--- src/rtl/bo_pkg.sv ---
package bo_pkg;

  // Outcome of an accepted collision, decided by the attempt counter
  typedef enum logic [1:0] {
    EV_NONE = 2'd0,
    EV_STEP = 2'd1,
    EV_DROP = 2'd2,
    EV_WRAP = 2'd3
  } coll_event_e;

endpackage

--- src/rtl/bo_lfsr.sv ---
module bo_lfsr #(
  parameter int            WIDTH = 16,
  parameter logic [WIDTH-1:0] TAPS = 16'hB400,
  parameter logic [WIDTH-1:0] SEED = 16'h1D2B
) (
  input  logic             clk,
  input  logic             rst,
  output logic [WIDTH-1:0] state_o
);

  logic [WIDTH-1:0] state_q;
  logic [WIDTH-1:0] state_d;

  // Galois form: shift right, fold the taps in when a one leaves
  always_comb begin
    state_d = state_q >> 1;
    if (state_q[0]) state_d = state_d ^ TAPS;
  end

  always_ff @(posedge clk) begin
    if (rst) state_q <= SEED;
    else     state_q <= state_d;
  end

  assign state_o = state_q;

  p_lfsr_nonzero_r10: assert property (@(posedge clk) disable iff (rst)
    state_q != '0)
    else $error("p_lfsr_nonzero_r10: LFSR locked at zero");

endmodule

--- src/rtl/bo_attempt_counter.sv ---
module bo_attempt_counter
  import bo_pkg::*;
#(
  parameter int ATTEMPT_LIMIT = 16,
  parameter int CNT_W         = $clog2(ATTEMPT_LIMIT + 1)
) (
  input  logic             clk,
  input  logic             rst,
  input  logic             clear_i,
  input  logic             accept_i,
  input  logic             strict_i,
  output coll_event_e      event_o,
  output logic [CNT_W-1:0] next_o,
  output logic [CNT_W-1:0] count_o
);

  logic [CNT_W-1:0] count_q;

  assign next_o = count_q + CNT_W'(1);

  always_comb begin
    event_o = EV_NONE;
    if (accept_i) begin
      if (next_o == CNT_W'(ATTEMPT_LIMIT)) event_o = strict_i ? EV_DROP : EV_WRAP;
      else                                 event_o = EV_STEP;
    end
  end

  always_ff @(posedge clk) begin
    if (rst || clear_i) begin
      count_q <= '0;
    end else begin
      case (event_o)
        EV_STEP: count_q <= next_o;
        EV_DROP,
        EV_WRAP: count_q <= '0;
        default: count_q <= count_q;
      endcase
    end
  end

  assign count_o = count_q;

  p_count_step_r2: assert property (@(posedge clk) disable iff (rst)
    (event_o == EV_STEP && !clear_i) |=> count_q == $past(count_q) + CNT_W'(1))
    else $error("p_count_step_r2: count did not advance");

  p_count_bound_r5: assert property (@(posedge clk) disable iff (rst)
    count_q < CNT_W'(ATTEMPT_LIMIT))
    else $error("p_count_bound_r5: count reached the limit");

  p_count_clear_r7: assert property (@(posedge clk) disable iff (rst)
    clear_i |=> count_q == '0)
    else $error("p_count_clear_r7: success did not clear count");

endmodule

--- src/rtl/bo_slot_timer.sv ---
module bo_slot_timer #(
  parameter int VAL_W = 10
) (
  input  logic             clk,
  input  logic             rst,
  input  logic             abort_i,
  input  logic             load_i,
  input  logic [VAL_W-1:0] val_i,
  input  logic             tick_i,
  output logic             busy_o,
  output logic             done_o
);

  logic [VAL_W-1:0] remain_q;
  logic             busy_q;
  logic             done_q;

  always_ff @(posedge clk) begin
    if (rst || abort_i) begin
      remain_q <= '0;
      busy_q   <= 1'b0;
      done_q   <= 1'b0;
    end else begin
      done_q <= 1'b0;
      if (load_i) begin
        remain_q <= val_i;
        if (val_i == '0) begin
          busy_q <= 1'b0;
          done_q <= 1'b1;
        end else begin
          busy_q <= 1'b1;
        end
      end else if (busy_q && tick_i) begin
        remain_q <= remain_q - VAL_W'(1);
        if (remain_q == VAL_W'(1)) begin
          busy_q <= 1'b0;
          done_q <= 1'b1;
        end
      end
    end
  end

  assign busy_o = busy_q;
  assign done_o = done_q;

  p_last_tick_go_r3: assert property (@(posedge clk) disable iff (rst)
    (busy_q && tick_i && !abort_i && remain_q == VAL_W'(1)) |=> (done_q && !busy_q))
    else $error("p_last_tick_go_r3: wait end missed");

  p_hold_no_tick_r4: assert property (@(posedge clk) disable iff (rst)
    (busy_q && !tick_i && !abort_i) |=> (busy_q && !done_q))
    else $error("p_hold_no_tick_r4: wait left without tick");

  p_abort_r7: assert property (@(posedge clk) disable iff (rst)
    abort_i |=> (!busy_q && !done_q))
    else $error("p_abort_r7: abort left wait running");

endmodule

--- src/rtl/bo_engine.sv ---
module bo_engine
  import bo_pkg::*;
#(
  parameter int          ATTEMPT_LIMIT  = 16,
  parameter int          BACKOFF_CAP    = 10,
  parameter int          LFSR_W         = 16,
  parameter logic [15:0] LFSR_TAPS      = 16'hB400,
  parameter logic [15:0] LFSR_SEED      = 16'h1D2B,
  parameter bit          LIMIT_FROM_PIN = 1'b1
) (
  input  logic       clk,
  input  logic       rst,
  input  logic       coll_i,
  input  logic       tx_ok_i,
  input  logic       slot_tick_i,
  input  logic       strict_pin_i,
  input  logic       strict_cfg_i,
  output logic       busy_o,
  output logic       retry_go_o,
  output logic       drop_o,
  output logic [4:0] attempts_o
);

  localparam int CNT_W  = $clog2(ATTEMPT_LIMIT + 1);
  localparam int RAND_W = BACKOFF_CAP;

  logic              strict;
  logic              accept;
  logic              busy;
  logic              done;
  logic              drop_q;
  coll_event_e       ev;
  logic [CNT_W-1:0]  cnt;
  logic [CNT_W-1:0]  nxt;
  logic [LFSR_W-1:0] rnd;
  logic [RAND_W-1:0] mask;
  logic [RAND_W-1:0] draw;
  logic              load;
  logic [RAND_W-1:0] load_val;

  // Strictness source picked at build time
  generate
    if (LIMIT_FROM_PIN) begin : g_pin
      assign strict = strict_pin_i;
    end else begin : g_cfg
      assign strict = strict_cfg_i;
    end
  endgenerate

  assign accept = coll_i & ~busy & ~tx_ok_i;

  bo_lfsr #(
    .WIDTH (LFSR_W),
    .TAPS  (LFSR_W'(LFSR_TAPS)),
    .SEED  (LFSR_W'(LFSR_SEED))
  ) u_lfsr (
    .clk     (clk),
    .rst     (rst),
    .state_o (rnd)
  );

  bo_attempt_counter #(
    .ATTEMPT_LIMIT (ATTEMPT_LIMIT),
    .CNT_W         (CNT_W)
  ) u_cnt (
    .clk      (clk),
    .rst      (rst),
    .clear_i  (tx_ok_i),
    .accept_i (accept),
    .strict_i (strict),
    .event_o  (ev),
    .next_o   (nxt),
    .count_o  (cnt)
  );

  // Range mask: the low min(n, cap) bits are open
  always_comb begin
    for (int i = 0; i < RAND_W; i++) begin
      mask[i] = (int'(nxt) > i);
    end
  end

  assign draw     = rnd[RAND_W-1:0] & mask;
  assign load     = (ev == EV_STEP) || (ev == EV_WRAP);
  assign load_val = (ev == EV_WRAP) ? '0 : draw;

  bo_slot_timer #(
    .VAL_W (RAND_W)
  ) u_tmr (
    .clk     (clk),
    .rst     (rst),
    .abort_i (tx_ok_i),
    .load_i  (load),
    .val_i   (load_val),
    .tick_i  (slot_tick_i),
    .busy_o  (busy),
    .done_o  (done)
  );

  always_ff @(posedge clk) begin
    if (rst) drop_q <= 1'b0;
    else     drop_q <= (ev == EV_DROP) && !tx_ok_i;
  end

  assign busy_o     = busy;
  assign retry_go_o = done;
  assign drop_o     = drop_q;
  assign attempts_o = 5'(cnt);

  p_busy_ignore_r8: assert property (@(posedge clk) disable iff (rst)
    (coll_i && busy_o && !tx_ok_i) |=> $stable(attempts_o))
    else $error("p_busy_ignore_r8: collision during wait counted");

  p_go_drop_excl_r6: assert property (@(posedge clk) disable iff (rst)
    !(retry_go_o && drop_o))
    else $error("p_go_drop_excl_r6: retry and drop together");

  p_drop_state_r5: assert property (@(posedge clk) disable iff (rst)
    drop_o |-> (attempts_o == 5'd0 && !busy_o))
    else $error("p_drop_state_r5: drop with live state");

  p_drop_pulse_r5: assert property (@(posedge clk) disable iff (rst)
    drop_o |=> !drop_o)
    else $error("p_drop_pulse_r5: drop longer than one cycle");

endmodule

--- config.mk ---
export PLATFORM = sky130hd
export DESIGN_NAME = bo_engine
export DESIGN_NICKNAME = d
export VERILOG_FILES = /design/src/rtl/bo_pkg.sv /design/src/rtl/bo_lfsr.sv /design/src/rtl/bo_attempt_counter.sv /design/src/rtl/bo_slot_timer.sv /design/src/rtl/bo_engine.sv
export SDC_FILE = /design/constraint.sdc
export NUM_CORES = 1
export LEC_CHECK = 0
export BUFFER_PORTS_ARGS = -buffer_cell sky130_fd_sc_hd__buf_2
export CORE_MARGIN = 1
export CORE_UTILIZATION = 54
export DETAILED_ROUTE_END_ITERATION = 10
export PLACE_DENSITY = 0.74
export SYNTH_ARGS = -nofsm -noshare
export SYNTH_HDL_FRONTEND = slang
export SYNTH_HIERARCHICAL = 1
export SYNTH_SLANG_ARGS = --single-unit
--- constraint.sdc ---
create_clock -name clk -period 7.4 [get_ports clk]
set_clock_uncertainty 0.15 [all_clocks]
set_input_delay 0.74 -clock clk [delete_from_list [all_inputs] [get_ports clk]]
set_output_delay 0.74 -clock clk [all_outputs]
set_load 0.02 [all_outputs]
==> results.ini, run 1 <==
[run_status]
status=complete, no violations

[power_and_ir_drop]
p_seq_share_pct=59.0
p_comb_share_pct=8.8
p_switching_uw=83.2
leakage_uw=0.000744
p_per_area_nw_per_um2=186
internal_power_uw=251
clkPwrFrac_pct=32.1
switching_share_pct=24.9
ir_worst_vdd_mv=0.123

[worst_setup_path]
crit_arrival_ns=3.83
crit_fanout=10
cp_slowest_cell=a21boi_0
cp.required_ns=7.54
cpPeakStageDelay_ns=0.83
path_cells=buf_2, nor3b_1, a21boi_0, nand2_1, and3_1, nor4_1, and4b_1, o21a_1
setup.worst_path.start_class=input port
end_kind=flop
critPathBufInv=1
critPathTopFamily=simple AND/OR/NAND/NOR gates
critPathKind=input port to flop

[routing]
drt-pass1-iter-count=4
routed-via-count=1383
wl_per_cell_um=14.3
wl_mm=3.32
vias_per_cell=5.96
drc=0
ant_nets=0
drt_iter0_drc=107

[logic_synthesis]
synth_fp_nets=193
syn_area_per_cell_um2=9.53
synth.cell_area_um2=1730
yosys_warnings=6
synth_cells=182

[sta]
finalSetupViolations=0
slew_headroom_pct=36.5
report.final.slew_viol_count=0
period_minus_slack_ns=3.69
final_hold_viol_count=0
finalSetupTns_ns=0
clock.fmax_mhz=271
fin_crit_sh_pct=49.9
tightest_slew_ns=0.943
rsz0062_at_grt=false
whs_ns=0.267

[floorplanning]
die_x_um=58.7
start_util_pct=56.8
io_pins=15
fp.dieArea_um2=3440
fp-row-count=20
core-area_um2=3050
die_y_um=58.7

[clocking]
cts_tree=built
h-tree-depth=2
cts_sinks=34
cts.clk_slew.worst_paths_ns=0.10
numCtsBuffers=5
root_buffer=clkbuf_4
cts_setup_buffers=0
cts_buffer_depth=2
cts_resized=0
postCtsHoldBufs=0
clk-insertion-delay-late_ns=0.34

[finish]
multi_input_area_um2=908
fillers=285
nNetsFinal=198
drive_gt1_share_pct=17.0
syn_to_final_growth_pct=3.32
regArea_um2=681
antenna_cells=0

[place]
port_buffers=13
hpwlAfterDp_mm=2.24
gp_congestion=0.832

[global_route]
grt_pass1_wl_mm=5.53
grtUsageTotal_pct=21.4
use_met2_pct=30.5
grt_pass1_vias=1187
use_met1_pct=29.0
gr-total-overflow=0
grt_use_met3_pct=7.47
grt_max_degree=23
grt.busiest_layer=met2
antenna_found_initial=0

[worst_hold_path]
hp-class=flop to flop

[run]
max_cap_violations=0

## power groups by stage
| stage | Clock [uW] | Sequential [uW] | Combinational, uW |
|---|---|---|---|
| after floorplan | 0 | 200 | 27.4 |
| after global placement | 0 | 201 | 27.7 |
| after detailed placement | 0 | 201 | 28.8 |
| after CTS | 109 | 197 | 29.1 |
| after global routing | 119 | 198 | 32.9 |
| final | 107 | 197 | 29.4 |
## cells in the final DEF, fill, tap and decap left out, types with 2 or more instances in the layout
cell type,instances
nor3_1,2
or2_2,2
or3_1,3
nand2b_1,4
clkbuf_4,5
or3_4,2
o311a_1,2
o211a_1,4
xnor2_1,6
nand3_2,2
o31ai_1,3
ha_1,4
nand2_1,5
inv_1,6
a2111oi_0,2
and2b_1,6
o21a_1,4
nand3_1,3
or2_1,6
dfxtp_1,34
buf_2,13
nand3b_1,2
a21oi_1,3
and2_1,2
xor2_1,4
a21boi_0,2
nor2_1,8
and3_1,4
o21ai_0,12
nor4_1,3
or4_1,2
a31oi_1,7
## per-stage QoR
stage / worst slack, ns / power (uW) / util, % / area, um2 / std cells
floorplan: 4.76 / 228 / - / 1730 / 182
global placement: 3.38 / 228 / 56.7 / 1730 / 224
detailed placement: 3.40 / 230 / 56.7 / 1730 / 224
CTS: 3.77 / 335 / 58.7 / 1790 / 232
global route: 3.35 / 350 / 58.7 / 1790 / 232
finish: 3.71 / 334 / 58.7 / 1790 / 232
## state kept, by name, indices dropped and copies added, names as in the netlist
register and count:
u_tmr/done_o 1, u_tmr/busy_o 1, drop_o 1, u_tmr/remain_q 10, u_lfsr/state_o 16, u_cnt/count_o 5
## per-layer routing
metal | vias up | part of all wire [%]
li1 | 671 | -
met4 | 0 | 1.9
met5 | - | 0
met3 | 8 | 5.2
met1 | 659 | 48
met2 | 45 | 44
## area by class of cell
type,count,share of cell area [%]
timing repair buffer,13,3.63
clock buffer,7,3.07
sequential,34,38.0
clock inverter,1,0.279
inverter,6,1.26
multi-input combinational,127,50.7
tap,44,3.07
## path summary, 6_finish.rpt
path                           start                  to  slack (ns)  depth (start not counted)
setup / recovery             tx_ok_i        u_tmr/done_o        3.71                          8
hold / removal    u_lfsr/state_o[12]  u_lfsr/state_o[11]        0.27                          1
setup reg to reg    u_cnt/count_o[2]        u_tmr/done_o        3.73                          9
hold reg to reg   u_lfsr/state_o[12]  u_lfsr/state_o[11]        0.27                          1
Power figures use the tool's default switching activity.
==> run 2, diff against run 1 <==
==> constraint.sdc (replaced) <==
create_clock -name clk -period 3.4 [get_ports clk]
set_clock_uncertainty 0.15 [all_clocks]
set_input_delay 0.34 -clock clk [delete_from_list [all_inputs] [get_ports clk]]
set_output_delay 0.34 -clock clk [all_outputs]
set_load 0.02 [all_outputs]
==> run 2 against run 1 <==
Sequential power rose by 120%. Setup slack got worse by 3.2 ns. Clock power rose to 3.4 times the previous value. Sequential share of layout area fell by 1.3 points. Cell area rose by 3.4%. First-iteration DRC count rose by 35%. Global-route usage rose by 1.1 points. Largest cell class unchanged.
==> results.ini, run 2 (same netlist as run 1, synthesis figures left out) <==
[clocking]
cts_resized=0  ; unchanged
cts.clk_slew.worst_paths_ns=0.11  ; was 0.10 ns
postCtsHoldBufs=0  ; unchanged
cts_buffer_depth=2  ; unchanged
cts_sinks=34  ; unchanged
numCtsBuffers=5  ; unchanged
cts_setup_buffers=0  ; unchanged
h-tree-depth=2  ; unchanged
clk-insertion-delay-late_ns=0.33  ; was 0.34 ns
cts_tree=built  ; unchanged
root_buffer=clkbuf_4  ; unchanged

[worst_setup_path]
r2r_cells=9  ; unchanged
path_depth=9  ; was 8
setup.worst_path.start_class=flop  ; was input port
cp_slowest_cell=dfxtp_1  ; was a21boi_0
path_cells=nand3_2, xnor2_1, nor4_2, a21boi_0, nand2_1, and3_1, nor4_1, and4b_1, o21a_1  ; was buf_2, nor3b_1, a21boi_0, nand2_1, and3_1, nor4_1, and4b_1, o21a_1
critPathBufInv=0  ; was 1
critPathTopFamily=simple AND/OR/NAND/NOR gates  ; unchanged
critPathKind=flop to flop  ; was input port to flop
cpPeakStageDelay_ns=0.54  ; was 0.83 ns
cp.required_ns=3.53  ; was 7.54 ns
crit_fanout=10  ; unchanged
crit_arrival_ns=3.07  ; was 3.83 ns
end_kind=flop  ; unchanged

[worst_hold_path]
worstHoldPathCells=2  ; was 1
hp-class=input port to flop  ; was flop to flop

[finish]
layout_common_cells=dfxtp_1, buf_2, o21ai_0  ; unchanged
drive_gt1_share_pct=18.4  ; was 17.0%
layout_commonest_cell=dfxtp_1  ; unchanged
fillers=275  ; was 285
antenna_cells=0  ; unchanged
nNetsFinal=200  ; was 198
largest_reg_flops=16  ; unchanged
syn_to_final_growth_pct=6.85  ; was 3.32%

[routing]
wl_per_cell_um=14.7  ; was 14.3 um
wl_mm=3.44  ; was 3.32 mm
drc=0  ; unchanged
drt-pass1-iter-count=4  ; unchanged
vias_per_cell=5.88  ; was 5.96
ant_nets=0  ; unchanged
drt_iter0_drc=144  ; was 107
routed-via-count=1377  ; was 1383

[sta]
final.setup.worst_slack_ns=0.459  ; was 3.71 ns
tightest_slew_ns=0.538  ; was 0.943 ns
finalSetupTns_ns=0  ; unchanged
clock.fmax_mhz=340
period_minus_slack_ns=2.94
whs_ns=0.140  ; was 0.267 ns
slew_headroom_pct=63.8  ; was 36.5%
rsz0062_at_grt=false  ; unchanged
finalSetupViolations=0  ; unchanged
report.final.slew_viol_count=0  ; unchanged
final_hold_viol_count=0  ; unchanged
fin_crit_sh_pct=86.5

[place]
gp_congestion=0.866  ; was 0.832
hpwlAfterDp_mm=2.42  ; was 2.24 mm
port_buffers=13  ; unchanged
dp_worst_setup_slack_ns=0.581  ; was 3.40 ns

[global_route]
grtUsageTotal_pct=22.5  ; was 21.4%
grt_pass1_wl_mm=5.81  ; was 5.53 mm
grt_max_degree=23  ; unchanged
gr-total-overflow=0  ; unchanged
grt_pass1_vias=1260  ; was 1187
antenna_found_initial=0  ; unchanged

[floorplanning]
die_x_um=58.7  ; unchanged
fp-row-count=20  ; unchanged
core-area_um2=3050  ; unchanged
die_y_um=58.7  ; unchanged
io_pins=15  ; unchanged
start_util_pct=56.8  ; unchanged
fp.dieArea_um2=3440  ; unchanged

[power_and_ir_drop]
ir_worst_vdd_mv=0.248  ; was 0.123 mV
leakage_uw=0.000774  ; was 0.000744 uW
p_per_area_nw_per_um2=467  ; was 186 nW/um2

[run_status]
status=complete, no violations  ; unchanged

[run]
max_cap_violations=0  ; unchanged

## run 2: cell count changes in the layout (fill, tap and decap cells not counted)
cell       delta
buf_4         +2
clkinv_4      +1
clkbuf_1      -1
bufinv_16     +2
clkbuf_8      -1
clkinv_2      -1
## run 2: final timing paths
| check | slack, ns | endpoint | startpoint |
|---|---|---|---|
| setup reg to reg | 0.46 | u_tmr/done_o | u_cnt/count_o[2] |
| hold / removal | 0.14 | drop_o | tx_ok_i |
| hold reg to reg | 0.27 | u_lfsr/state_o[11] | u_lfsr/state_o[12] |
| setup / recovery | 0.46 | u_tmr/done_o | u_cnt/count_o[2] |
## run 2: cell type report
cell class	instances	area, um2	area share [%]
Clock buffer	5	37.5	2.03
Timing Repair Buffer	15	80.1	4.32
Tap cell	44	55.1	2.97
Multi-Input combinational cell	127	908	49.0
Sequential cell	34	681	36.7
Clock inverter	3	68.8	3.71
Inverter	6	22.5	1.22
## run 2: through the flow
stage | total power, uW | area (um2) | cells | util, %
global placement | 499 | 1750 | 226 | 57.2
floorplan | 496 | 1730 | 182 | -
global route | 901 | 1850 | 234 | 60.7
CTS | 877 | 1850 | 234 | 60.7
finish | 865 | 1850 | 234 | 60.7
detailed placement | 504 | 1750 | 226 | 57.2
## run 2: routing by layer
layer	vias up	track usage, %	wire, um
li1	673	-	-
met1	641	28.7	1560
met2	53	36.5	1650
met3	10	6.15	165
met4	0	8.50	64
met5	-	0	0
## run 2: worst register-to-register path, delay by kind of cell (launching register included)
family / cells / cell delay [ns]
compound gates: 2 / 0.39
xor+xnor: 1 / 0.46
flops: 1 / 0.54
simple gates: 6 / 1.36
## run 2: power by group
group	internal [uW]	switching [uW]
clock	230	139
combinational	30.0	36.8
sequential	417	12.5
total	677	189
